$ cat src/rtl/dpll_loop_counter_pkg.sv
package dpll_loop_counter_pkg;
    typedef enum logic [1:0] {
        PS_QUIET  = 2'd0,
        PS_CARRY  = 2'd1,
        PS_BORROW = 2'd2
    } pulse_state_t;
endpackage

$ cat src/rtl/dpll_len_mask.sv
module dpll_len_mask #(
    parameter int CODE_W     = 4,
    parameter int MIN_STAGES = 3,
    parameter int CNT_W      = MIN_STAGES + (2 ** CODE_W) - 2
) (
    input  logic [CODE_W-1:0] code,
    output logic [CNT_W-1:0]  mask,
    output logic              active
);
    localparam int OFFSET = MIN_STAGES - 1;

    assign active = (code != '0);

    for (genvar i = 0; i < CNT_W; i++) begin : g_bit
        assign mask[i] = active && (i < (int'(code) + OFFSET));
    end
endmodule

$ cat src/rtl/dpll_count_step.sv
module dpll_count_step #(
    parameter int CNT_W = 17
) (
    input  logic [CNT_W-1:0] cur,
    input  logic [CNT_W-1:0] mask,
    input  logic             go,
    input  logic             up,
    output logic [CNT_W-1:0] nxt,
    output logic             wrap_up,
    output logic             wrap_dn
);
    always_comb begin
        nxt     = cur;
        wrap_up = 1'b0;
        wrap_dn = 1'b0;
        if (go) begin
            if (up) begin
                if (cur == mask) begin
                    nxt     = '0;
                    wrap_up = 1'b1;
                end else begin
                    nxt = cur + 1'b1;
                end
            end else begin
                if (cur == '0) begin
                    nxt     = mask;
                    wrap_dn = 1'b1;
                end else begin
                    nxt = cur - 1'b1;
                end
            end
        end
    end
endmodule

$ cat src/rtl/dpll_loop_counter.sv
module dpll_loop_counter
    import dpll_loop_counter_pkg::*;
#(
    parameter int CODE_W     = 4,
    parameter int MIN_STAGES = 3
) (
    input  logic                                   clk,
    input  logic                                   rst,
    input  logic                                   en,
    input  logic                                   dir_up,
    input  logic [CODE_W-1:0]                      len_code,
    output logic                                   carry,
    output logic                                   borrow,
    output logic [MIN_STAGES+(2**CODE_W)-3:0]      count
);
    localparam int CNT_W = MIN_STAGES + (2 ** CODE_W) - 2;

    logic [CNT_W-1:0] cnt_q;
    logic [CNT_W-1:0] mask;
    logic [CNT_W-1:0] cur;
    logic [CNT_W-1:0] nxt;
    logic             active;
    logic             wrap_up;
    logic             wrap_dn;
    pulse_state_t     state_q;
    pulse_state_t     state_d;

    dpll_len_mask #(
        .CODE_W(CODE_W),
        .MIN_STAGES(MIN_STAGES),
        .CNT_W(CNT_W)
    ) u_mask (
        .code(len_code),
        .mask(mask),
        .active(active)
    );

    assign cur = cnt_q & mask;

    dpll_count_step #(
        .CNT_W(CNT_W)
    ) u_step (
        .cur(cur),
        .mask(mask),
        .go(en && active),
        .up(dir_up),
        .nxt(nxt),
        .wrap_up(wrap_up),
        .wrap_dn(wrap_dn)
    );

    always_comb begin
        if (wrap_up)      state_d = PS_CARRY;
        else if (wrap_dn) state_d = PS_BORROW;
        else              state_d = PS_QUIET;
    end

    always_ff @(posedge clk) begin
        if (rst) begin
            state_q <= PS_QUIET;
            cnt_q   <= '0;
        end else begin
            state_q <= state_d;
            cnt_q   <= nxt;
        end
    end

    always_comb begin
        carry  = 1'b0;
        borrow = 1'b0;
        unique case (state_q)
            PS_QUIET:  ;
            PS_CARRY:  carry  = 1'b1;
            PS_BORROW: borrow = 1'b1;
            default:   ;
        endcase
    end

    assign count = cur;
endmodule

$ cat config.mk
export PLATFORM = sky130hd
export DESIGN_NAME = dpll_loop_counter
export DESIGN_NICKNAME = d
export VERILOG_FILES = /design/src/rtl/dpll_loop_counter_pkg.sv /design/src/rtl/dpll_len_mask.sv /design/src/rtl/dpll_count_step.sv /design/src/rtl/dpll_loop_counter.sv
export SDC_FILE = /design/constraint.sdc
export NUM_CORES = 1
export LEC_CHECK = 0
export BUFFER_PORTS_ARGS = -buffer_cell sky130_fd_sc_hd__buf_2
export CAP_MARGIN = 40
export CORE_MARGIN = 2
export CORE_UTILIZATION = 44
export DETAILED_ROUTE_END_ITERATION = 16
export GPL_TIMING_DRIVEN = 0
export PLACE_DENSITY_LB_ADDON = 0.2
export SLEW_MARGIN = 20
export SYNTH_ARGS = -nofsm -noshare
export SYNTH_HDL_FRONTEND = slang
export SYNTH_SLANG_ARGS = --single-unit
export TNS_END_PERCENT = 30
$ cat constraint.sdc
create_clock -name clk -period 3.05 [get_ports clk]
set_input_delay 0 -clock clk [delete_from_list [all_inputs] [get_ports clk]]
set_output_delay 0 -clock clk [all_outputs]
set_load 0.05 [all_outputs]
# Word-level counts from Yosys, hierarchy flattened
# Index checks and enable logic that the tools add are counted.
[classes]
n_reduce_logical = 21
bitwise_logic = 1
addsub = 3
magnitude_cmp = 17
n_mux = 14
n_eq_ne = 3
[ops]
columns = ["cell", "n"]
rows = [
  ["$lt A5 B32 Y1 const A", 8],
  ["$lt A4 B32 Y1 const A", 4],
  ["$mux W17", 4],
  ["$lt A3 B32 Y1 const A", 2],
  ["$lt A1 B32 Y1 const A", 1],
  ["$lt A2 B32 Y1 const A", 1],
  ["$lt A6 B32 Y1 const A", 1],
  ["$logic_and A1 B1 Y1", 18],
  ["$add A17 B1 Y17 const B", 1],
  ["$and A17 B17 Y17", 1],
  ["$eq A17 B17 Y1", 1],
  ["$logic_not A17 Y1", 1],
  ["$sub A17 B1 Y17 const B", 1],
  ["$mux W1", 9],
  ["$add A4 B2 Y5 const B", 1],
  ["$reduce_bool A4 Y1", 1],
  ["$eq A2 B1 Y1 const B", 1],
  ["$eq A2 B2 Y1 const B", 1],
  ["$mux W2", 1],
  ["$reduce_or A2 Y1", 1],
]
[word_totals]
input_bits = 8
wordCells = 62
output_inout_bits = 19
register_bits = 19

# Logic depth before layout (Yosys ltp)
# Gate-level depths: netlist (run 1).
[logic_depth]
depth_word = 10
mapped_depth = 17

# Cells and area by module
# From an unflattened synthesis (run 1), not the netlist that was laid out.
[unflattened]
cells_unflattened = 340
area_unflattened_um2 = 2464.9
[modules_own_cells]
columns = ["module", "n_inst", "area_each_um2", "cells_per_inst"]
rows = [
  ["dpll_count_step", 1, 1438.9, 221],
  ["dpll_loop_counter", 1, 650.6, 59],
  ["dpll_len_mask", 1, 375.4, 60],
]

# Worst setup path after synthesis (run 1)
# No wires, ideal clock.
[synth_timing]
kind = "in2reg"
from = "input port len_code[2]"
to = "register cnt_q[16]"
slack_ns = -0.382
t_required_ns = 2.927
arrival_ns = 3.310
cell_stages = 17
setup_time_ns = 0.123
path_cell_list = "buf_4 inv_1 ha_1 buf_6 nor2b_1 o21ai_1 a21o_1 nand2_1 inv_1 ha_1 and3_1 nand3_1 nor4_1 and4_1 a2111oi_0 a211oi_1 o2bb2ai_1"
[synth_between]
elab_chain_len = 8
elab_cells_between_ends = 46
cone_classes = "3 x add/sub; 17 x order compare; 1 x eq/ne; 4 x mux; 1 x bitwise; 20 x reduce/logical"
[synth_rtl]
columns = ["item", "line_no", "text"]
rows = [
  ["start, declared", "dpll_loop_counter.sv:11", "input logic [CODE_W-1:0] len_code,"],
  ["$add A4 B2 Y5", "dpll_len_mask.sv:15", "assign mask[i] = active && (i < (int'(code) + OFFSET));"],
  ["$lt A1 B32 Y1", "dpll_len_mask.sv:15", ""],
  ["$logic_and A1 B1 Y1 (*)", "dpll_len_mask.sv:15", ""],
  ["$and A17 B17 Y17 (*)", "dpll_loop_counter.sv:38", "assign cur = cnt_q & mask;"],
  ["via count[0]", "dpll_loop_counter.sv:14", "output logic [MIN_STAGES+(2**CODE_W)-3:0] count"],
  ["$sub A17 B1 Y17, or another cell as far along", "dpll_count_step.sv:29", "nxt = cur - 1'b1;"],
  ["$mux W17, on equally long branches", "dpll_count_step.sv:25, dpll_count_step.sv:18", ""],
  ["$mux W17 (*)", "dpll_count_step.sv:17", "if (up) begin"],
  ["$mux W17 (*)", "dpll_count_step.sv:16", "if (go) begin"],
  ["end signal, assigned", "dpll_loop_counter.sv:64", "cnt_q <= nxt;"],
  ["end, declared", "dpll_loop_counter.sv:18", "logic [CNT_W-1:0] cnt_q;"],
]
# Mark *: on every way through the listed nets, which the timed path passes. The rest lies on a longest branch.
# A chain may end at the register's enable or synchronous reset.

# Worst setup path after layout (run 1)
[layout_timing]
from = "input port len_code[2]"
to = "register cnt_q[16]"
[layout_between]
elab_chain_len = 8
elab_cells_between_ends = 46
cone_classes = "3 x add/sub; 17 x order compare; 1 x eq/ne; 4 x mux; 1 x bitwise; 20 x reduce/logical"
[layout_rtl]
columns = ["item", "line_no"]
rows = [
  ["$add A4 B2 Y5", "dpll_len_mask.sv:15"],
  ["$lt A1 B32 Y1, or another cell as far along", "dpll_len_mask.sv:15"],
  ["$logic_and A1 B1 Y1", "dpll_len_mask.sv:15"],
  ["$and A17 B17 Y17", "dpll_loop_counter.sv:38"],
  ["$sub A17 B1 Y17, or another cell as far along", "dpll_count_step.sv:29"],
  ["$mux W17, on equally long branches", "dpll_count_step.sv:25, dpll_count_step.sv:18"],
  ["$mux W17", "dpll_count_step.sv:17"],
  ["$mux W17 (*)", "dpll_count_step.sv:16"],
]
# Mark *: on every way between the ends. The rest lies on a longest branch, timed or not.

==> flow_summary.ini, run 1 <==
[sta]
final.min_clock_period_ns = 2.998
finalSetupViolCount = 0
tightest_slew_ns = 0.8858
finalHoldViolations = 0
max_slew_margin_pct = 40.19
fmax_ghz = 0.3335
slew_viol_final = 0
fin_worst_skew_ns = 0.005366
fin_crit_sh_pct = 98.30

[global_routing]
grt_use_total_pct = 30.87
gr-total-overflow = 0
grt_max_degree = 11
antenna_found_initial = 0
first_global_vias = 3329
grt_pass1_wl_um = 17780

[cells_and_area]
final_layout_size_suffix_gt1_share_pct = 25.97
fin_nets = 453
mostFrequentLayoutCell = buf_2
final_cells = 516
area_growth_pct = 21.24
utilization_pct = 54.73
diodes = 0
final_cell_mix = buf_2 (30), nor2_1 (27), buf_4 (26)

[floorplanning]
dieWidth_um = 84.26
ioPinCount = 27
die-area_mm2 = 0.007099
num_rows = 29
core_area_mm2 = 0.006277
start_util_pct = 45.15
die_h_um = 84.26

[routing]
drt_iter0_drc = 468
wl_per_cell_um = 22.71
drc_errors = 0
dr.pass1.iters = 5
antenna_left = 0
vias = 3705
wl_um = 11720
vias_per_cell = 7.180

[critical_path]
critPathRequiredTime_ns = 3.24
setup.worst_path.class = in -> reg
end_kind = register
cp.arrival_ns = 3.19
start_kind = primary input
worstPathMaxFanout = 10

[run_status]
run_status = complete, no violations

[power]
leakagePower_nw = 1.407
peakVddDrop_v = 0.0002298
power.density_mw_per_mm2 = 400.5

[yosys]
synthesis.area_mm2 = 0.002834
syn_inst = 390
synth_nets = 403
synth_flop_cell = dfxtp_1
synth-seq-cells = 19
ys_types = 82
synth_warnings = 0
syn_area_per_cell_um2 = 7.267
yosysSeqAreaShare_pct = 13.42
synth_edf_count = 0
async_flop_share_pct = 0

[clock_tree]
cts-root-buf = clkbuf_8
numClockSinks = 19
clk_latency_ns = 0.26
path_clk_slew_ns = 0.09
cts_htree_levels = 1
cts_buffer_depth = 2
cts_tree = done
cts_buffers = 3

[placement]
hpwl_um = 8341
routabilityCongestion = 0.9725
portBuffers = 25
placedCellCount = 492

[min_path]
hp-class = in -> reg

[flow_run]
maxCapViolations = 0
## path summary, 6_finish.rpt
check / from / endpoint / depth (start not counted) / slack (ns)
worst min register to register: cnt_q[3]$_SDFF_PP0_ / cnt_q[3]$_SDFF_PP0_ / 2 / 0.64
worst max-delay path: len_code[2] / cnt_q[16]$_SDFF_PP0_ / 17 / 0.05
worst min-delay path: en / cnt_q[3]$_SDFF_PP0_ / 2 / 0.04
worst max register to register: cnt_q[6]$_SDFF_PP0_ / cnt_q[9]$_SDFF_PP0_ / 8 / 0.35
## metal layers
metal	track usage, %	wire length, um
met4	10.56	605
met2	48.70	5058
met1	43.66	4524
met5	0	0
met3	3.441	1531
## cells in the mapped netlist (4+ instances only)
cell,number,area (um2)
buf_2,5,25.02
o21ai_1,5,25.02
and3_1,9,56.30
nor4_1,7,43.79
nand4_1,20,125.1
a22oi_1,4,30.03
nand2_1,22,82.58
nor3_1,18,90.09
a31oi_1,12,75.07
and2_1,6,37.54
o211ai_1,10,75.07
nand2b_1,4,25.02
or3_1,4,25.02
o21ai_0,14,70.07
buf_4,7,52.55
inv_1,22,82.58
ha_1,5,62.56
o221ai_1,5,43.79
nor2b_1,5,31.28
xnor2_1,8,70.07
buf_6,4,45.04
a211oi_1,11,82.58
dfxtp_1,19,380.4
nand3_1,22,110.1
a21oi_1,19,95.09
clkbuf_1,5,18.77
o31ai_1,7,52.55
nor2_1,28,105.1
## worst max-delay path: stages
cell	delay, ns
buf_2	0.13
ha_1	0.25
buf_4	0.20
nor2_1	0.39
o21ai_4	0.17
a21o_4	0.27
nand2_2	0.11
clkinvlp_4	0.13
ha_4	0.18
and3_1	0.15
nand3_2	0.14
nor4_4	0.06
buf_4	0.18
and4_1	0.18
a2111oi_2	0.35
a211oi_1	0.10
o2bb2ai_1	0.17
## through the flow
stage	setup WS [ns]	TNS, ns	hold slack (ns)	area [um2]	total power (W)
after floorplan	0.04063	0	0.1675	2869	0.0008425
after global placement	-0.6296	-7.967	0.3316	3090	0.001047
after detailed placement	-0.6127	-7.531	0.3112	3090	0.001041
after CTS	-0.02396	-0.02396	0.03835	3201	0.001247
after global routing	-0.05753	-0.09554	0.04511	3436	0.001432
final	0.05184	0	0.03571	3436	0.001376
## area by class of cell
type                    instances  area, um2
multi-input cells             323       2370
repair buffers                 45      287.8
well taps                      77      96.34
flip-flops and latches         19      380.4
fillers                       608       2841
clock buffers                   4      45.04
inverters                      26      105.1
plain buffers                  22      151.4
## report_power, final
part	leakage [nW]	internal, W	switching (W)	total (W)
clock	0.0228	0.0000932	0.0000994	0.000193
combinational	1.23	0.000301	0.000569	0.000870
sequential	0.155	0.000273	0.0000409	0.000314
## state kept, by name, summed over array words and instances (netlist names)
name     flops
cnt_q       17
state_q      2
## logic make-up after synthesis
logic type | Yosys count | synth area share (%)
AO/OA/AOI/OAI | 130 | 33.56
XOR/XNOR | 9 | 2.782
adder cells (fa/ha/maj) | 6 | 2.605
buffers and inverters | 48 | 8.786
flip-flops | 19 | 13.42
multiplexers | 1 | 0.3532
AND/OR/NAND/NOR | 177 | 38.50
## what timing repair did
item | CTS | global route
resized for setup | 12 | 13
setup buffers | 0 | 20
pin swaps | 0 | 10
hold buffers | 0 | 0
hold endpoints to repair | 0 | 0
endpoints found under the setup margin | 17 | 17
Power figures use the tool's default switching activity.
==> inputs of run 2 (changes only) <==
Clock period 3.05 ns to 3.2 ns, I/O delays scaled along.
==> flow_summary.ini, run 2 (same netlist as run 1, synthesis figures left out) <==
[routing]
wl_um = 11520
antenna_left = 0
drc_errors = 0
vias_per_cell = 7.245
dr.pass1.iters = 5
vias = 3695
drt_iter0_drc = 518
wl_per_cell_um = 22.59

[flow_run]
maxCapViolations = 0

[cells_and_area]
top_register = cnt_q
design_area_mm2 = 0.003302
mostFrequentLayoutCell = buf_2
area_growth_pct = 16.51
fin_nets = 447
reg_top3 = cnt_q: 17 flops, state_q: 2 flops
final_cell_mix = buf_2 (30), nor2_1 (27), nand3_1 (21), nand2_1 (21)
largest_register_ffs = 17
final_layout_size_suffix_gt1_share_pct = 22.86
diodes = 0
nFillCells = 639

[critical_path]
crit_slowest_cell = nor3_4
cp_cell_sequence = buf_2 -> buf_4 -> inv_1 -> ha_4 -> buf_6 -> nor2b_1 -> o21ai_2 -> a21oi_1 -> o221ai_1 -> nor3_4 -> a21oi_2 -> buf_2 -> a32oi_1 -> o21ai_1
crit_path_frequent_cell = buf_2
worstPathMaxFanout = 10
setup.worst_path.class = in -> reg
end_kind = register
start_kind = primary input
critPathRequiredTime_ns = 3.35
cp.arrival_ns = 3.32
critical-path-max-stage-delay_ns = 0.51

[floorplanning]
die_h_um = 84.26
num_rows = 29
start_util_pct = 45.15
die-area_mm2 = 0.007099
dieWidth_um = 84.26
ioPinCount = 27
core_area_mm2 = 0.006277

[power]
peakVddDrop_v = 0.0002134
power.density_mw_per_mm2 = 393.6
leakagePower_nw = 1.372
p_int_w = 0.0006256
clkPwrFrac_pct = 14.6
pwr-share-seq_pct = 22.8
power_frac_comb_pct = 62.6
netSwitchingPower_w = 0.0006740
swShare_pct = 51.86

[clock_tree]
cts_tree = done
path_clk_slew_ns = 0.09
cts_buffer_depth = 2
cts_buffers = 3
cts-root-buf = clkbuf_8
cts_htree_levels = 1
clk_latency_ns = 0.27
numClockSinks = 19

[global_routing]
grt_pass1_wl_um = 18290
grt_max_degree = 12
first_global_vias = 3315
grt_use_total_pct = 31.95
gr-total-overflow = 0
met3_usage_pct = 4.326
grt_use_met1_pct = 45.54
grtUsageMet2_pct = 48.20
antenna_found_initial = 0
grt_busiest_layer = met2

[placement]
placed_area_mm2 = 0.003065
routabilityCongestion = 1.014
pre_cts_slack_ns = -0.7311
hpwl_um = 8422
portBuffers = 25

[sta]
holdWs_ns = 0.04353
finalHoldViolations = 0
fin_crit_sh_pct = 99.05
fmax_ghz = 0.3155
finalSetupViolCount = 0
max_slew_margin_pct = 47.47
setup_slack_ns = 0.03040
final.min_clock_period_ns = 3.170
tightest_slew_ns = 0.7812
slew_viol_final = 0
fin_worst_skew_ns = 0.007399

[min_path]
hp-class = in -> reg

[run_status]
run_status = complete, no violations
-- run 2: area by class of cell --
type                    instances  area [um2]  area share [%]
repair buffers                 39       235.2           7.124
clock inverters                 1       5.005          0.1516
plain buffers                  22       151.4           4.585
inverters                      26       101.3           3.069
clock buffers                   3       41.29           1.250
flip-flops and latches         19       380.4           11.52
multi-input cells             323        2291           69.38
well taps                      77       96.34           2.918
-- run 2: metrics by stage --
step / util (%) / cells / total power, W / TNS (ns)
after floorplan: - / 390 / 0.0007989 / 0
after global placement: 48.83 / 492 / 0.0009951 / -8.194
after detailed placement: 48.83 / 492 / 0.0009942 / -7.546
after CTS: 50.49 / 499 / 0.001195 / 0
after global routing: 52.60 / 510 / 0.001360 / -0.07028
final: 52.60 / 510 / 0.001300 / 0
-- run 2: power groups by stage --
stage          Combinational (W)  Sequential [W]  Clock, W
2_1_floorplan           0.000513        0.000285         0
3_3_place_gp            0.000696        0.000300         0
3_5_place_dp            0.000695        0.000299         0
4_1_cts                 0.000712        0.000294  0.000190
5_1_grt                 0.000861        0.000298  0.000200
6_report                0.000814        0.000296  0.000190
-- run 2: worst paths after layout --
| check | from | to | slack [ns] | cells past startpoint |
|---|---|---|---|---|
| setup / recovery | len_code[2] | cnt_q[2]$_SDFF_PP0_ | 0.03 | 14 |
| hold / removal | en | cnt_q[3]$_SDFF_PP0_ | 0.04 | 2 |
| setup reg to reg | cnt_q[6]$_SDFF_PP0_ | cnt_q[9]$_SDFF_PP0_ | 0.48 | 8 |
| hold reg to reg | cnt_q[3]$_SDFF_PP0_ | cnt_q[3]$_SDFF_PP0_ | 0.63 | 2 |
-- run 2: per-layer routing --
layer	part of all wire [%]	vias to the layer above
met5	0	-
met4	4.7	0
met3	12	63
met2	43	333
met1	41	1673
li1	-	1626
-- run 2: repair_timing --
action | 4_1_cts | 5_1_grt
resized for setup | 7 | 9
endpoints found under the setup margin | 15 | 17
gates cloned | 0 | 0
pin swaps | 2 | 6
hold buffers | 0 | 0
setup buffers | 3 | 10
-- run 2: critical path, delay by kind of cell --
family                     cells  cell delay [ns]
and+or+nand+nor                2             0.73
buffers and inverters          5             0.90
adders and majority gates      1             0.26
AOI/OAI and AO/OA              6             1.41
